**src/rtl/dist_ctrl_pkg.sv**
```systemverilog
package dist_ctrl_pkg;

  typedef enum logic [1:0] {
    SEL_CTRL  = 2'd0,
    SEL_TYPE  = 2'd1,
    SEL_IDENT = 2'd2,
    SEL_NONE  = 2'd3
  } reg_sel_e;

  localparam int unsigned DATA_W       = 32;
  localparam int unsigned LINE_GROUP   = 32;
  localparam int unsigned LINE_FIELD_W = 5;
  localparam int unsigned CPU_FIELD_W  = 3;
  localparam int unsigned CPU_CNT_W    = CPU_FIELD_W + 1;
  localparam int unsigned PART_LSB     = 24;
  localparam int unsigned VENDOR_W     = 12;

  function automatic logic [DATA_W-1:0] pack_type(
    input int unsigned          total_lines,
    input logic [CPU_CNT_W-1:0] cpus
  );
    logic [DATA_W-1:0]      v;
    logic [CPU_CNT_W-1:0]   cm1;
    int unsigned            groups;
    groups = total_lines / LINE_GROUP - 1;
    cm1    = cpus - 1'b1;
    v      = '0;
    v[LINE_FIELD_W-1:0] = groups[LINE_FIELD_W-1:0];
    v[LINE_FIELD_W +: CPU_FIELD_W] = cm1[CPU_FIELD_W-1:0];
    return v;
  endfunction

endpackage

```
**src/rtl/dist_ctrl_decode.sv**
```systemverilog
module dist_ctrl_decode
  import dist_ctrl_pkg::*;
(
  input  logic       req_valid,
  input  logic       req_write,
  input  logic [1:0] word_idx,
  output reg_sel_e   sel,
  output logic       ctrl_wr,
  output logic       rd_req
);
  always_comb begin
    sel     = reg_sel_e'(word_idx);
    ctrl_wr = req_valid && req_write && (sel == SEL_CTRL);
    rd_req  = req_valid && !req_write;
  end
endmodule

```
**src/rtl/dist_ctrl_enable.sv**
```systemverilog
module dist_ctrl_enable (
  input  logic clk,
  input  logic rst_n,
  input  logic ctrl_wr,
  input  logic wr_bit,
  output logic en_q,
  output logic notify_q
);
  always_ff @(posedge clk) begin
    if (!rst_n) begin
      en_q     <= 1'b0;
      notify_q <= 1'b0;
    end else begin
      notify_q <= ctrl_wr && wr_bit && !en_q;
      if (ctrl_wr) en_q <= wr_bit;
    end
  end
endmodule

```
**src/rtl/dist_ctrl_readmux.sv**
```systemverilog
module dist_ctrl_readmux
  import dist_ctrl_pkg::*;
#(
  parameter int unsigned    TOTAL_LINES = 96,
  parameter logic [7:0]     PART_CODE   = 8'h5A,
  parameter logic [11:0]    VENDOR_ID   = 12'h3C7
) (
  input  logic                 clk,
  input  logic                 rst_n,
  input  logic                 rd_req,
  input  reg_sel_e             sel,
  input  logic                 en_q,
  input  logic [CPU_CNT_W-1:0] cpu_count,
  output logic                 rsp_valid,
  output logic [DATA_W-1:0]    rsp_rdata
);
  logic [DATA_W-1:0] rd_val;
  logic [DATA_W-1:0] ident_val;

  always_comb begin
    ident_val = '0;
    ident_val[PART_LSB +: 8]      = PART_CODE;
    ident_val[VENDOR_W-1:0]       = VENDOR_ID;
  end

  always_comb begin
    unique case (sel)
      SEL_CTRL:  rd_val = {{(DATA_W-1){1'b0}}, en_q};
      SEL_TYPE:  rd_val = pack_type(TOTAL_LINES, cpu_count);
      SEL_IDENT: rd_val = ident_val;
      default:   rd_val = '0;
    endcase
  end

  always_ff @(posedge clk) begin
    if (!rst_n) begin
      rsp_valid <= 1'b0;
      rsp_rdata <= '0;
    end else begin
      rsp_valid <= rd_req;
      rsp_rdata <= rd_req ? rd_val : '0;
    end
  end
endmodule

```
**src/rtl/dist_ctrl_regs.sv**
```systemverilog
module dist_ctrl_regs
  import dist_ctrl_pkg::*;
#(
  parameter int unsigned ADDR_W      = 12,
  parameter int unsigned TOTAL_LINES = 96,
  parameter logic [7:0]  PART_CODE   = 8'h5A,
  parameter logic [11:0] VENDOR_ID   = 12'h3C7
) (
  input  logic                 clk,
  input  logic                 rst_n,
  input  logic [CPU_CNT_W-1:0] cpu_count,
  input  logic                 req_valid,
  input  logic                 req_write,
  input  logic [ADDR_W-1:0]    req_addr,
  input  logic [DATA_W-1:0]    req_wdata,
  output logic                 rsp_valid,
  output logic [DATA_W-1:0]    rsp_rdata,
  output logic                 enabled,
  output logic                 notify
);
  reg_sel_e sel;
  logic     ctrl_wr;
  logic     rd_req;
  logic     en_q;
  logic     notify_q;

  logic unused_bits;
  assign unused_bits = &{1'b0, req_addr[ADDR_W-1:4], req_addr[1:0], req_wdata[DATA_W-1:1]};

  dist_ctrl_decode u_decode (
    .req_valid (req_valid),
    .req_write (req_write),
    .word_idx  (req_addr[3:2]),
    .sel       (sel),
    .ctrl_wr   (ctrl_wr),
    .rd_req    (rd_req)
  );

  dist_ctrl_enable u_enable (
    .clk      (clk),
    .rst_n    (rst_n),
    .ctrl_wr  (ctrl_wr),
    .wr_bit   (req_wdata[0]),
    .en_q     (en_q),
    .notify_q (notify_q)
  );

  dist_ctrl_readmux #(
    .TOTAL_LINES (TOTAL_LINES),
    .PART_CODE   (PART_CODE),
    .VENDOR_ID   (VENDOR_ID)
  ) u_readmux (
    .clk       (clk),
    .rst_n     (rst_n),
    .rd_req    (rd_req),
    .sel       (sel),
    .en_q      (en_q),
    .cpu_count (cpu_count),
    .rsp_valid (rsp_valid),
    .rsp_rdata (rsp_rdata)
  );

  assign enabled = en_q;
  assign notify  = notify_q;
endmodule

```
**config.mk**
```make
export PLATFORM = sky130hd
export DESIGN_NAME = dist_ctrl_regs
export DESIGN_NICKNAME = d
export VERILOG_FILES = /design/src/rtl/dist_ctrl_pkg.sv /design/src/rtl/dist_ctrl_decode.sv /design/src/rtl/dist_ctrl_enable.sv /design/src/rtl/dist_ctrl_readmux.sv /design/src/rtl/dist_ctrl_regs.sv
export SDC_FILE = /design/constraint.sdc
export NUM_CORES = 1
export LEC_CHECK = 0
export BUFFER_PORTS_ARGS = -buffer_cell sky130_fd_sc_hd__buf_2
export CORE_MARGIN = 2
export CORE_UTILIZATION = 26
export DETAILED_ROUTE_END_ITERATION = 12
export HOLD_SLACK_MARGIN = 0.12
export PLACE_DENSITY = 0.85
export SYNTH_ARGS = -nofsm -noshare
export SYNTH_HDL_FRONTEND = slang
export SYNTH_SLANG_ARGS = --single-unit
export TNS_END_PERCENT = 1
```
**constraint.sdc**
```tcl
create_clock -name clk -period 0.8 [get_ports clk]
set_input_delay 0 -clock clk [delete_from_list [all_inputs] [get_ports clk]]
set_output_delay 0 -clock clk [all_outputs]
set_load 0.01 [all_outputs]
```
-- Yosys cells after proc, flatten, opt, wreduce, memory -nomap -nowiden
Cells that the tools add are included.
- $add $sub $neg: 1
- equality and inequality tests: 2
- muxes and demuxes: 1
- reductions and logical operators: 9
- operators by type and width (kind ; count):
    $pmux W31 S3 ; 1
    $logic_and A1 B1 Y1 ; 5
    $sub A3 B1 Y3 const B ; 1
    $eq A2 B1 Y1 const B ; 1
    $eq A2 B2 Y1 const B ; 1
    $logic_not A1 Y1 ; 2
    $logic_not A2 Y1 ; 1
    $reduce_and A2 Y1 ; 1
- register bits: 35
- output and inout port bits: 35
- logic and storage cells: 17

-- Longest topological paths before layout
- word-level depth: 4
- depth in mapped cells: 5
- depth with buffers taken out: 5

-- By module
Synthesis repeated with hierarchy kept, for this count alone.
- cell total of the unflattened synthesis: 65
- area total of the unflattened synthesis: 601.8 um2
- modules (own cells, without submodules) (module ; times used ; cells an instance ; area each (um2) ; seq. area each (um2)):
    dist_ctrl_readmux ; 1 ; 56 ; 501.7 ; 140.1
    dist_ctrl_enable ; 1 ; 5 ; 66.3 ; 40.0
    dist_ctrl_decode ; 1 ; 4 ; 33.8 ; 0.0

-- Worst setup path after synthesis
No wires, ideal clock.
- path type: reg2reg
- start point: reg u_enable.en_q
- end point: reg u_readmux.rsp_rdata[0]
- library setup time: 70 ps
- arrival: 580 ps
- data required time: 730 ps
- path slack: 151 ps
- cell stages (with the launch flop): 3
- clock period less this slack: 649 ps
- cell sequence: dfxtp_1 > nand3_1 > a21oi_1
- cells in the longest elaborated chain, start to end: 1
- RTL lines (element ; RTL line ; text):
    start, declared ; dist_ctrl_enable.sv:6 ; output logic en_q,
    start signal, assigned ; dist_ctrl_enable.sv:15 ; if (ctrl_wr) en_q <= wr_bit;
    $pmux W31 S3 ; dist_ctrl_readmux.sv:27 ; unique case (sel)
    end signal, assigned ; dist_ctrl_readmux.sv:41 ; rsp_rdata <= rd_req ? rd_val : '0;
    end, declared ; dist_ctrl_readmux.sv:15 ; output logic [DATA_W-1:0] rsp_rdata
No other way between the ends.
A chain may end at the register's enable or synchronous reset.

==> reports/qor_table.md <==
| Item | This run |
|---|---|
| Synthesized area per cell | 9.01 um^2 |
| Sequential power share | 47.4% |
| Max Transition Viols Final | 0 |
| Fraction of final layout cells with drive strength greater than 1 | 37.2% |
| Global-route wire length before repair | 1460 um |
| Post-DR vias/cell | 3.52 |
| Share of total power in combinational logic | 18.7% |
| Number of synthesized register bits | 9 |
| Worst hold path depth | 3 |
| Final hold violation count | 0 |
| Crit Reg-Reg Startpoint | u_enable.en_q$_SDFFE_PN0P_ |
| Worst-path maximum fanout | 7 |
| Met3 routing resource usage after global routing | 2.63% |
| Routed WL per cell | 7.44 um |
| I/O pin count | 87 |
| Initial antenna violation count | 0 |
| Clk_lat worst skew | 0.25 ns |
| Antenna diode instance count | 0 |
| Die Footprint | 2650 um^2 |
| Count of nets left with antenna violations after detail routing | 0 |
| Achievable frequency | 1350 MHz |
| Library cell contributing the largest single delay on the critical path | sky130_fd_sc_hd__dfxtp_2 |
| Worst-case hold path end point | u_readmux.rsp_rdata[5]$_SDFF_PN0_ |
| Skew final | 0.0000370 ns |
| Half-perimeter wire length after placement | 778 um |
| Yosys top cell by area | sky130_fd_sc_hd__buf_4 |
| Worst setup path category | reg -> out |
| Run status | complete, no violations |
| Critical-path cell list | buf_2 |
| Net Sw Frac | 25.6% |
| Synth unique cells | 16 |
| Proportion of power drawn by the clock network | 33.9% |
| Overall power consumption | 0.974 mW |
| Number of cells on the worst reg-to-reg path | 2 |
| Most common library cell in the layout ignoring fill and taps | sky130_fd_sc_hd__buf_2 |
| Die width | 51.5 um |
| Sequential element share of the synthesized area | 30.8% |
| Area growth from synthesis to layout | 22.2% |
| Final instance area | 716 um^2 |
| Routed WL | 908 um |
| R2R setup slack | 0.15 ns |
| Cell Int Power | 0.724 mW |
| Number of clock sinks | 9 |
| Slowest cell delay on critical path | 0.35 ns |
| Count of endpoints failing setup in the final report | 0 |
| Fin crit share | 92.8% |
| Biggest area contributors in the synthesized netlist | sky130_fd_sc_hd__buf_4, sky130_fd_sc_hd__dfxtp_1, sky130_fd_sc_hd__ha_1 |
| Final hold slack | 0.0224 ns |
| GRT busiest layer | met2 |
| Dominant delay contributor by cell family on the critical path | flip-flops |
| Sum of negative setup slack | 0 ns |
| Arrival time worst endpoint | 0.74 ns |
| Global Route Usage Sum | 7.96% |
| Number of buffers inserted by hold repair at cts | 4 |
| Cell leakage power | 0.411 nW |
| Number of cells produced by synthesis | 65 |
| Starting Density | 27.0% |
| CP Buf/Inv Count | 1 |
| Grt total ovfl | 0 |
| CTS tree | yes |
| Chip Height | 51.5 um |
| Vias in the first global route | 401 |
| Required time of the critical path | 0.80 ns |
| Vias after detailed routing | 429 |
| Pwr Density | 1360 nW/um^2 |
| Clock-pin slew of the registers on the worst-case setup and hold paths | 0.05 ns |
| Endpoint of the worst register-to-register path | u_enable.notify_q$_SDFF_PN0_ |
| Final worst path period need | 0.742 ns |
| Placed instance area | 647 um^2 |
| Row count | 17 |
| Global routing met2 resource utilization | 14.3% |
| Input/output buffers | 24 |
| Yosys warning total | 0 |
| Final weighted congestion in routability-driven placement | 0.752 |
| Number of buffers on the longest clock path | 2 |
| TritonCTS buffer count | 3 |
| Unrepaired setup endpoints after global routing | false |
| Min-delay worst type | in -> reg |
| Layout Nets | 152 |
| Min-Delay Startpoint | cpu_count[0] |
| Cell Area, Synth | 586 um^2 |
| Number of violations of the max-capacitance limit | 0 |
| Critical Path Source | u_readmux.rsp_rdata[28]$_SDFF_PN0_ |
| Post-layout util | 33.0% |
| Root buffer cell | sky130_fd_sc_hd__clkbuf_4 |
| Net switching power of the design | 0.249 mW |
| Max rail drop VDD | 541 uV |
| Startpoint kind of the worst setup timing path | flip-flop |
| H-tree depth | 1 |
| Area share of the largest cell type after synthesis | 33.3% |
| Met1 track demand over resource in global routing | 6.02% |
| Number of DRC violations after detailed routing | 0 |
| Largest net degree at the start of global routing | 8 |
| Number of iterations in the first detailed-routing pass | 1 |
| Most used cells in the layout excluding fill and tap cells | sky130_fd_sc_hd__buf_2, sky130_fd_sc_hd__conb_1, sky130_fd_sc_hd__dfxtp_1 |
| Endpoint class of the critical path | primary output |
| Drt first-iter violations | 0 |
| Core Region | 2170 um^2 |
[worst max-delay path by stage]
stage / endpoint / slack (ns) / depth (start not counted)
floorplan: u_readmux.rsp_rdata[0]$_SDFF_PN0_ / 0.15 / 2
global placement: u_enable.en_q$_SDFFE_PN0P_ / 0.03 / 6
detailed placement: u_enable.en_q$_SDFFE_PN0P_ / -0.002 / 6
CTS: enabled / 0.03 / 1
global route: u_enable.en_q$_SDFFE_PN0P_ / 0.006 / 5
finish: rsp_rdata[9] / 0.06 / 1
[layer usage]
layer / share of wire [%] / wire [um]
met1: 32 / 288
met2: 55 / 501
met3: 11 / 97
met4: 2.2 / 20
met5: 0 / 0
[logic make-up after synthesis]
kind of cell	count (synthesis)	share of synthesized area, %
buffers and inverters	31	36.5
flip-flops	9	30.8
AND/OR/NAND/NOR	14	16.5
AO/OA/AOI/OAI	4	3.42
adder cells (fa/ha/maj)	5	10.7
other	1	0.640
XOR/XNOR	1	1.50
[what timing repair did]
item                                    in CTS  in global routing
hold endpoints to repair                     7                  6
setup buffers                                0                  0
gates resized for setup                      1                  1
endpoints found under the setup margin       7                  1
[registers in the layout, summed over array words and instances, names as in the netlist]
| name | cells |
|---|---|
| u_enable.notify_q | 1 |
| u_readmux.rsp_rdata | 6 |
| u_readmux.rsp_valid | 1 |
| u_enable.en_q | 1 |
[power groups by stage]
stage / Clock, mW / Sequential [mW] / Combinational [mW]
2_1_floorplan: 0 / 0.477 / 0.169
3_3_place_gp: 0 / 0.471 / 0.161
3_5_place_dp: 0 / 0.471 / 0.165
4_1_cts: 0.346 / 0.461 / 0.181
5_1_grt: 0.366 / 0.462 / 0.207
6_report: 0.331 / 0.462 / 0.182
[synth_stat cells]
| cell type | number |
|---|---|
| sky130_fd_sc_hd__nand3_1 | 4 |
| sky130_fd_sc_hd__xor2_1 | 1 |
| sky130_fd_sc_hd__o21ai_0 | 1 |
| sky130_fd_sc_hd__nand3b_1 | 1 |
| sky130_fd_sc_hd__buf_4 | 26 |
| sky130_fd_sc_hd__inv_1 | 5 |
| sky130_fd_sc_hd__nor2_1 | 1 |
| sky130_fd_sc_hd__dfxtp_1 | 9 |
| sky130_fd_sc_hd__and2_1 | 2 |
| sky130_fd_sc_hd__nor4b_4 | 1 |
| sky130_fd_sc_hd__or2_4 | 1 |
| sky130_fd_sc_hd__ha_1 | 5 |
| sky130_fd_sc_hd__conb_1 | 1 |
| sky130_fd_sc_hd__nand2_1 | 3 |
| sky130_fd_sc_hd__nand4b_1 | 1 |
| sky130_fd_sc_hd__a21oi_1 | 3 |
[final cells by class]
class,instances,area (um^2)
tap,28,35.0
clock buffer,4,26.3
sequential,9,183
multi-input combinational,44,263
fill,236,1450
inverter,5,18.8
timing repair buffer,32,190
[per-stage QoR]
step	std cells	worst slack, ns
2_1_floorplan	84	0.151
3_3_place_gp	114	0.0273
3_5_place_dp	114	-0.00153
4_1_cts	122	0.0292
5_1_grt	122	0.00637
6_report	122	0.0580
Power figures use the tool's default switching activity.
